### config.mk
export PLATFORM = sky130hd
export DESIGN_NAME = shmem_resolver
export DESIGN_NICKNAME = d
export VERILOG_FILES = /design/src/rtl/shmem_pkg.sv /design/src/rtl/shmem_ctrl.sv /design/src/rtl/shmem_datapath.sv /design/src/rtl/shmem_resolver.sv
export SDC_FILE = /design/constraint.sdc
export NUM_CORES = 1
export LEC_CHECK = 0
export ABC_AREA = 1
export BUFFER_PORTS_ARGS = -buffer_cell sky130_fd_sc_hd__buf_2
export CORE_ASPECT_RATIO = 0.9
export CORE_MARGIN = 3
export CORE_UTILIZATION = 30
export CTS_CLUSTER_SIZE = 8
export DETAILED_ROUTE_END_ITERATION = 7
export PLACE_DENSITY = 0.49
export SLEW_MARGIN = 20
export SYNTH_ARGS = -nofsm -noshare
export SYNTH_HDL_FRONTEND = slang
export SYNTH_SLANG_ARGS = --single-unit
### constraint.sdc
create_clock -name clk -period 5.41 [get_ports clk]
set_input_delay 0.2705 -clock clk [delete_from_list [all_inputs] [get_ports clk]]
set_output_delay 0.2705 -clock clk [all_outputs]
set_load 0.005 [all_outputs]
### src/rtl/shmem_pkg.sv
package shmem_pkg;
  localparam int ACC_SHARE_RD = 0;
  localparam int ACC_SHARE_WR = 1;

  typedef enum logic [1:0] {
    POL_EQUAL = 2'd0,
    POL_ROTATE = 2'd1,
    POL_SUM = 2'd2,
    POL_PRIO = 2'd3
  } wrPolicy_e;
endpackage

### src/rtl/shmem_ctrl.sv
module shmem_ctrl
  import shmem_pkg::*;
#(
  parameter int NUM_PORTS = 4,
  parameter int ADDR_W = 3,
  parameter int DATA_W = 8,
  localparam int IDX_W = (NUM_PORTS > 1) ? $clog2(NUM_PORTS) : 1
) (
  input  logic clk,
  input  logic rstN,
  input  logic [1:0] accMode,
  input  logic [1:0] polSel,
  input  logic [NUM_PORTS-1:0][ADDR_W-1:0] addrVec,
  input  logic [NUM_PORTS-1:0] rdEn,
  input  logic [NUM_PORTS-1:0] wrEn,
  input  logic [NUM_PORTS-1:0][DATA_W-1:0] dataVec,
  output logic [NUM_PORTS-1:0] commit,
  output logic [NUM_PORTS-1:0][NUM_PORTS-1:0] grp,
  output logic [NUM_PORTS-1:0][IDX_W-1:0] src,
  output logic doSum,
  output logic violFlag
);
  wrPolicy_e policy;
  logic [IDX_W-1:0] rotPtr;
  logic [NUM_PORTS-1:0][NUM_PORTS-1:0] rdGrp;
  logic [NUM_PORTS-1:0] leader;
  logic rdColl, wrColl, eqFail, rotHit;
  logic shareRd, shareWr;

  assign policy = wrPolicy_e'(polSel);
  assign shareRd = accMode[ACC_SHARE_RD];
  assign shareWr = accMode[ACC_SHARE_WR];
  assign doSum = (policy == POL_SUM);

  for (genvar i = 0; i < NUM_PORTS; i++) begin : g_match
    for (genvar j = 0; j < NUM_PORTS; j++) begin : g_pair
      assign grp[i][j] = wrEn[i] && wrEn[j] && (addrVec[i] == addrVec[j]);
      assign rdGrp[i][j] = rdEn[i] && rdEn[j] && (addrVec[i] == addrVec[j]);
    end
  end

  always_comb begin
    rdColl = 1'b0;
    for (int i = 0; i < NUM_PORTS; i++) begin
      if ($countones(rdGrp[i]) > 1) rdColl = 1'b1;
    end
  end

  always_comb begin
    wrColl = 1'b0;
    eqFail = 1'b0;
    rotHit = 1'b0;
    for (int i = 0; i < NUM_PORTS; i++) begin
      logic lead, found, same;
      int cnt;
      lead = wrEn[i];
      for (int j = 0; j < i; j++) begin
        if (grp[i][j]) lead = 1'b0;
      end
      leader[i] = lead;
      cnt = $countones(grp[i]);
      commit[i] = 1'b0;
      src[i] = IDX_W'(i);
      if (lead) begin
        if (cnt <= 1) begin
          commit[i] = 1'b1;
        end else begin
          wrColl = 1'b1;
          if (shareWr) begin
            unique case (policy)
              POL_EQUAL: begin
                same = 1'b1;
                for (int j = 0; j < NUM_PORTS; j++) begin
                  if (grp[i][j] && (dataVec[j] != dataVec[i])) same = 1'b0;
                end
                commit[i] = same;
                if (!same) eqFail = 1'b1;
              end
              POL_ROTATE: begin
                found = 1'b0;
                for (int k = 0; k < NUM_PORTS; k++) begin
                  int idx;
                  idx = (int'(rotPtr) + k) % NUM_PORTS;
                  if (!found && grp[i][idx]) begin
                    found = 1'b1;
                    src[i] = IDX_W'(idx);
                  end
                end
                commit[i] = 1'b1;
                rotHit = 1'b1;
              end
              default: commit[i] = 1'b1;
            endcase
          end
        end
      end
    end
  end

  always_ff @(posedge clk) begin
    if (!rstN) begin
      violFlag <= 1'b0;
      rotPtr <= '0;
    end else begin
      violFlag <= (rdColl && !shareRd) || (wrColl && !shareWr) || eqFail;
      if (rotHit) begin
        rotPtr <= (int'(rotPtr) == NUM_PORTS - 1) ? '0 : rotPtr + 1'b1;
      end
    end
  end

  a_r3_excl_write_flag: assert property (@(posedge clk) disable iff (!rstN)
    (wrColl && !shareWr) |=> violFlag);

  a_r4_excl_read_flag: assert property (@(posedge clk) disable iff (!rstN)
    (rdColl && !shareRd) |=> violFlag);

  a_r6_ptr_step: assert property (@(posedge clk) disable iff (!rstN)
    !rotHit |=> $stable(rotPtr));

  a_r9_quiet_step: assert property (@(posedge clk) disable iff (!rstN)
    (!rdColl && !wrColl) |=> !violFlag);
endmodule

### src/rtl/shmem_datapath.sv
module shmem_datapath #(
  parameter int NUM_PORTS = 4,
  parameter int ADDR_W = 3,
  parameter int DATA_W = 8,
  localparam int IDX_W = (NUM_PORTS > 1) ? $clog2(NUM_PORTS) : 1,
  localparam int DEPTH = 1 << ADDR_W
) (
  input  logic clk,
  input  logic rstN,
  input  logic [NUM_PORTS-1:0][ADDR_W-1:0] addrVec,
  input  logic [NUM_PORTS-1:0] rdEn,
  input  logic [NUM_PORTS-1:0] wrEn,
  input  logic [NUM_PORTS-1:0][DATA_W-1:0] dataVec,
  input  logic [NUM_PORTS-1:0] commit,
  input  logic [NUM_PORTS-1:0][NUM_PORTS-1:0] grp,
  input  logic [NUM_PORTS-1:0][IDX_W-1:0] src,
  input  logic doSum,
  output logic [NUM_PORTS-1:0][DATA_W-1:0] rdQ
);
  logic [DATA_W-1:0] mem [DEPTH];
  logic [NUM_PORTS-1:0][DATA_W-1:0] wrVal;

  always_comb begin
    for (int i = 0; i < NUM_PORTS; i++) begin
      logic [DATA_W-1:0] acc;
      acc = '0;
      for (int j = 0; j < NUM_PORTS; j++) begin
        if (grp[i][j]) acc = acc + dataVec[j];
      end
      wrVal[i] = doSum ? acc : dataVec[src[i]];
    end
  end

  always_ff @(posedge clk) begin
    if (!rstN) begin
      for (int a = 0; a < DEPTH; a++) mem[a] <= '0;
    end else begin
      for (int i = 0; i < NUM_PORTS; i++) begin
        if (commit[i]) mem[addrVec[i]] <= wrVal[i];
      end
    end
  end

  always_ff @(posedge clk) begin
    if (!rstN) begin
      rdQ <= '0;
    end else begin
      for (int i = 0; i < NUM_PORTS; i++) begin
        if (rdEn[i]) rdQ[i] <= mem[addrVec[i]];
      end
    end
  end

  for (genvar i = 0; i < NUM_PORTS; i++) begin : g_chk
    a_r2_commit_needs_write: assert property (@(posedge clk) disable iff (!rstN)
      commit[i] |-> wrEn[i]);
    a_r1_rd_hold: assert property (@(posedge clk) disable iff (!rstN)
      !rdEn[i] |=> $stable(rdQ[i]));
    for (genvar j = i + 1; j < NUM_PORTS; j++) begin : g_pair
      a_r6_single_store: assert property (@(posedge clk) disable iff (!rstN)
        !(commit[i] && commit[j] && (addrVec[i] == addrVec[j])));
    end
  end
endmodule

### src/rtl/shmem_resolver.sv
module shmem_resolver #(
  parameter int NUM_PORTS = 4,
  parameter int ADDR_W = 3,
  parameter int DATA_W = 8,
  localparam int IDX_W = (NUM_PORTS > 1) ? $clog2(NUM_PORTS) : 1
) (
  input  logic clk,
  input  logic rstN,
  input  logic [1:0] accMode,
  input  logic [1:0] polSel,
  input  logic [NUM_PORTS*ADDR_W-1:0] addr,
  input  logic [NUM_PORTS-1:0] rdEn,
  input  logic [NUM_PORTS-1:0] wrEn,
  input  logic [NUM_PORTS*DATA_W-1:0] wrData,
  output logic [NUM_PORTS*DATA_W-1:0] rdData,
  output logic violFlag
);
  typedef struct packed {
    logic [NUM_PORTS-1:0] commit;
    logic [NUM_PORTS-1:0][NUM_PORTS-1:0] grp;
    logic [NUM_PORTS-1:0][IDX_W-1:0] src;
    logic doSum;
  } strobe_t;

  strobe_t stb;
  logic [NUM_PORTS-1:0][ADDR_W-1:0] addrVec;
  logic [NUM_PORTS-1:0][DATA_W-1:0] dataVec;
  logic [NUM_PORTS-1:0][DATA_W-1:0] rdQ;

  assign addrVec = addr;
  assign dataVec = wrData;
  assign rdData = rdQ;

  shmem_ctrl #(.NUM_PORTS(NUM_PORTS), .ADDR_W(ADDR_W), .DATA_W(DATA_W)) u_ctrl (
    .clk(clk), .rstN(rstN), .accMode(accMode), .polSel(polSel),
    .addrVec(addrVec), .rdEn(rdEn), .wrEn(wrEn), .dataVec(dataVec),
    .commit(stb.commit), .grp(stb.grp), .src(stb.src), .doSum(stb.doSum),
    .violFlag(violFlag)
  );

  shmem_datapath #(.NUM_PORTS(NUM_PORTS), .ADDR_W(ADDR_W), .DATA_W(DATA_W)) u_dp (
    .clk(clk), .rstN(rstN), .addrVec(addrVec), .rdEn(rdEn), .wrEn(wrEn),
    .dataVec(dataVec), .commit(stb.commit), .grp(stb.grp), .src(stb.src),
    .doSum(stb.doSum), .rdQ(rdQ)
  );
endmodule

==> out/qor.txt <==
transition time of the tightest slew-check pin - 0.988 ns
initial antenna violation count - 1
CP delay by family, top - adder cells
sequential share of power - 0.334
Post-Layout Inst Area - 17500 um2
nets - 2772
DR iter-0 viols - 2170
DIE HEIGHT - 222 um
largest cells by area after synthesis - nand2_1 17%, edfxtp_1 12%, nand3_1 9.8%, ha_1 8.5%, inv_1 5.3%
CP startpoint kind - input port
vias - 18513
max incr delay on CP - 0.49 ns
Gate power share - 0.416
fin cells - 3273
number of global-route vias before repair - 17151
leakage - 8.60 nW
Die ar. - 54800 um2
Post-synth EDFFs - 64
vias per cell - 5.66
WP data arrival - 5.11 ns
Cell Int Power - 1.60 mW
sw frac - 0.434
synth cell count leaders - 705 x nand2_1, 307 x nand3_1, 220 x inv_1, 163 x o21ai_0, 140 x nor2_1
number of I/O port buffers - 90
Mapped Area - 15600 um2
worst vdd ir - 0.162 mV
clock net sink count - 99
final setup violating endpoints - 0
Clk pin slew, worst setup/hold paths - 0.09 ns
fin. max-slew vios - 0
pin count of the biggest net entering global routing - 40
Setup Skew - 0.0192 ns
Die Width - 246 um
Syn Nets - 2681
Routed Antenna Nets - 0
most frequent CP cell - nand2_1
number of H-tree levels - 3
worst r2r src - u_ctrl.rotPtr[0]$_SDFFE_PN0P_
worst r2r path cells - 15
register area share after synthesis - 0.168
maximum buffer depth of the clock tree - 2
Core ar. - 50900 um2
GP Congestion - 0.954
Worst Setup End Kind - flip-flop
cts hold-fix bufs - 0
Worst EP required - 5.53 ns
Antenna Cells - 0
Initial Util - 0.306
clk root buf - clkbuf_16
row cnt - 78
multi-input logic area - 11300 um2
HP Class - in2reg
Async S/R FF share, synth - 0
Reg2Reg Setup Slack - 1.90 ns
RSZ-0062 raised after global routing - false
synthesized area per cell - 6.25 um2
Clk pwr share - 0.249
Fill cells - 5574
Buf/Inv on CP - 6
Min-Delay Path Depth - 2
GRT Resource Usage Total - 0.264
most common cell in the netlist - nand2_1
Worst path slowest cell - fa_1
crit-path max FO - 8
#FFs+latches synth - 99
max-cap violations - 0
Post-Synthesis Cells - 2497
total grt overflow - 0
layout cells sized above 1 - 0.152
Synth warnings - 0
CTS tree - built
Hold Path Sink - u_dp.rdQ[18]$_SDFFE_PN0P_
final core utilization - 0.344
Num CTS Buffers - 9
post-route minimum period - 4.99 ns
Switch Pwr - 1.23 mW
Hold Fails Final Rpt - 0
I/O pins - 91
CP Class - in2reg
PwrDens - 162 nW/um2
DP HPWL - 56.4 mm
Worst Hold Slack - 0.308 ns
total negative setup slack - 0 ns
leading register cell type out of synthesis - edfxtp_1
Cells after DPL - 3256
Fmax - 200 MHz
top cell type's share of synthesized area - 0.170
worst r2r dst - u_dp.mem[5][0]$_DFFE_PP_
Cell variety after synth - 57
Routed WL per cell - 22.9 um
cell taking the most area after synthesis - nand2_1
# DRC - 0
Tcrit/Tclk final - 0.922
Cell Area, Placed - 17200 um2
status - complete, no violations
max_slew headroom - 0.340
Skew-Pair Late Insertion Delay - 0.37 ns
Reg area - 2620 um2
global-route wire length before repair - 110 mm
Hold Path Origin - rdEn[2]
TritonRoute pass-1 iters - 6
area delta synth->final - 12.4%
Total Wirelength - 74.8 mm
layer usage:
metal / vias to the layer above / wire [um] / track usage
li1: 8592 / - / -
met1: 8718 / 34100 / 0.391
met2: 1057 / 30600 / 0.388
met3: 144 / 7960 / 0.0480
met4: 2 / 2180 / 0.0729
met5: - / 13 / 0
worst max path at each step:
stage | cells past startpoint | from | slack [ns] | endpoint
after floorplan | 33 | addr[7] | 0.30 | u_dp.mem[6][7]$_DFFE_PP_
after global placement | 34 | addr[1] | -0.07 | u_dp.mem[3][7]$_DFFE_PP_
after detailed placement | 35 | addr[1] | -0.04 | u_dp.mem[3][7]$_DFFE_PP_
after CTS | 34 | addr[1] | 0.33 | u_dp.mem[3][7]$_DFFE_PP_
after global routing | 33 | addr[0] | 0.002 | u_dp.mem[4][7]$_DFFE_PP_
final | 32 | addr[1] | 0.42 | u_dp.mem[7][7]$_DFFE_PP_
logic make-up after synthesis:
logic type	Yosys count	synth area share
XOR/XNOR	98	0.0579
AO/OA/AOI/OAI	451	0.171
buffers and inverters	415	0.109
AND/OR/NAND/NOR	1308	0.384
flip-flops	99	0.168
adder cells (fa/ha/maj)	126	0.111
cell type report:
class / instances / share of cell area
clock buffers: 10 / 0.0143
clock inverters: 6 / 0.00300
inverters: 299 / 0.0645
multi-input cells: 1983 / 0.646
flip-flops and latches: 99 / 0.149
well taps: 680 / 0.0485
repair buffers: 196 / 0.0746
registers in the layout, summed over array words and instances, names as in the netlist:
signal           count
u_ctrl.rotPtr        2
u_ctrl.violFlag      1
u_dp.mem            64
u_dp.rdQ            32
metrics by stage:
step | worst slack, ns | total power, mW
3_5_place_dp | -0.0352 | 2.10
4_1_cts | 0.326 | 2.80
6_report | 0.420 | 2.84
5_1_grt | 0.00220 | 2.96
2_1_floorplan | 0.298 | 1.65
3_3_place_gp | -0.0708 | 2.09
power by group through the flow:
stage | registers, mW | logic [mW] | clock network (mW)
after floorplan | 0.923 | 0.724 | 0
after global placement | 0.961 | 1.13 | 0
after detailed placement | 0.960 | 1.14 | 0
after CTS | 0.943 | 1.15 | 0.707
after global routing | 0.949 | 1.28 | 0.737
final | 0.948 | 1.18 | 0.706
cell usage in the layout (no fill, tap or decap), types with 6 or more instances in the layout:
cell type and count:
nand2_1 704, nand3_1 307, inv_1 220, o21ai_0 162, nor2_1 138, a21oi_1 127, ha_1 106, buf_4 101
buf_2 90, inv_2 70, edfxtp_1 64, xnor2_1 52, nand4_1 41, xor2_1 39, dfxtp_1 35, o221ai_1 34
o22ai_1 33, o32ai_1 32, nand2_2 31, o21ai_1 20, fa_1 20, nor3_1 16, nor2_2 14, o211ai_1 11
clkbuf_16 10, nand3_2 9, nor3_4 9, nor2_4 8, xnor2_2 7, a31oi_1 7, nand2_4 6
what timing repair did:
item / CTS / global route
setup endpoints to repair: 0 / 15
buffers inserted: 0 / 1
endpoints found under the hold margin: 0 / 0
gates resized for setup: 0 / 7
No activity file was read; power rests on OpenSTA's default activity.
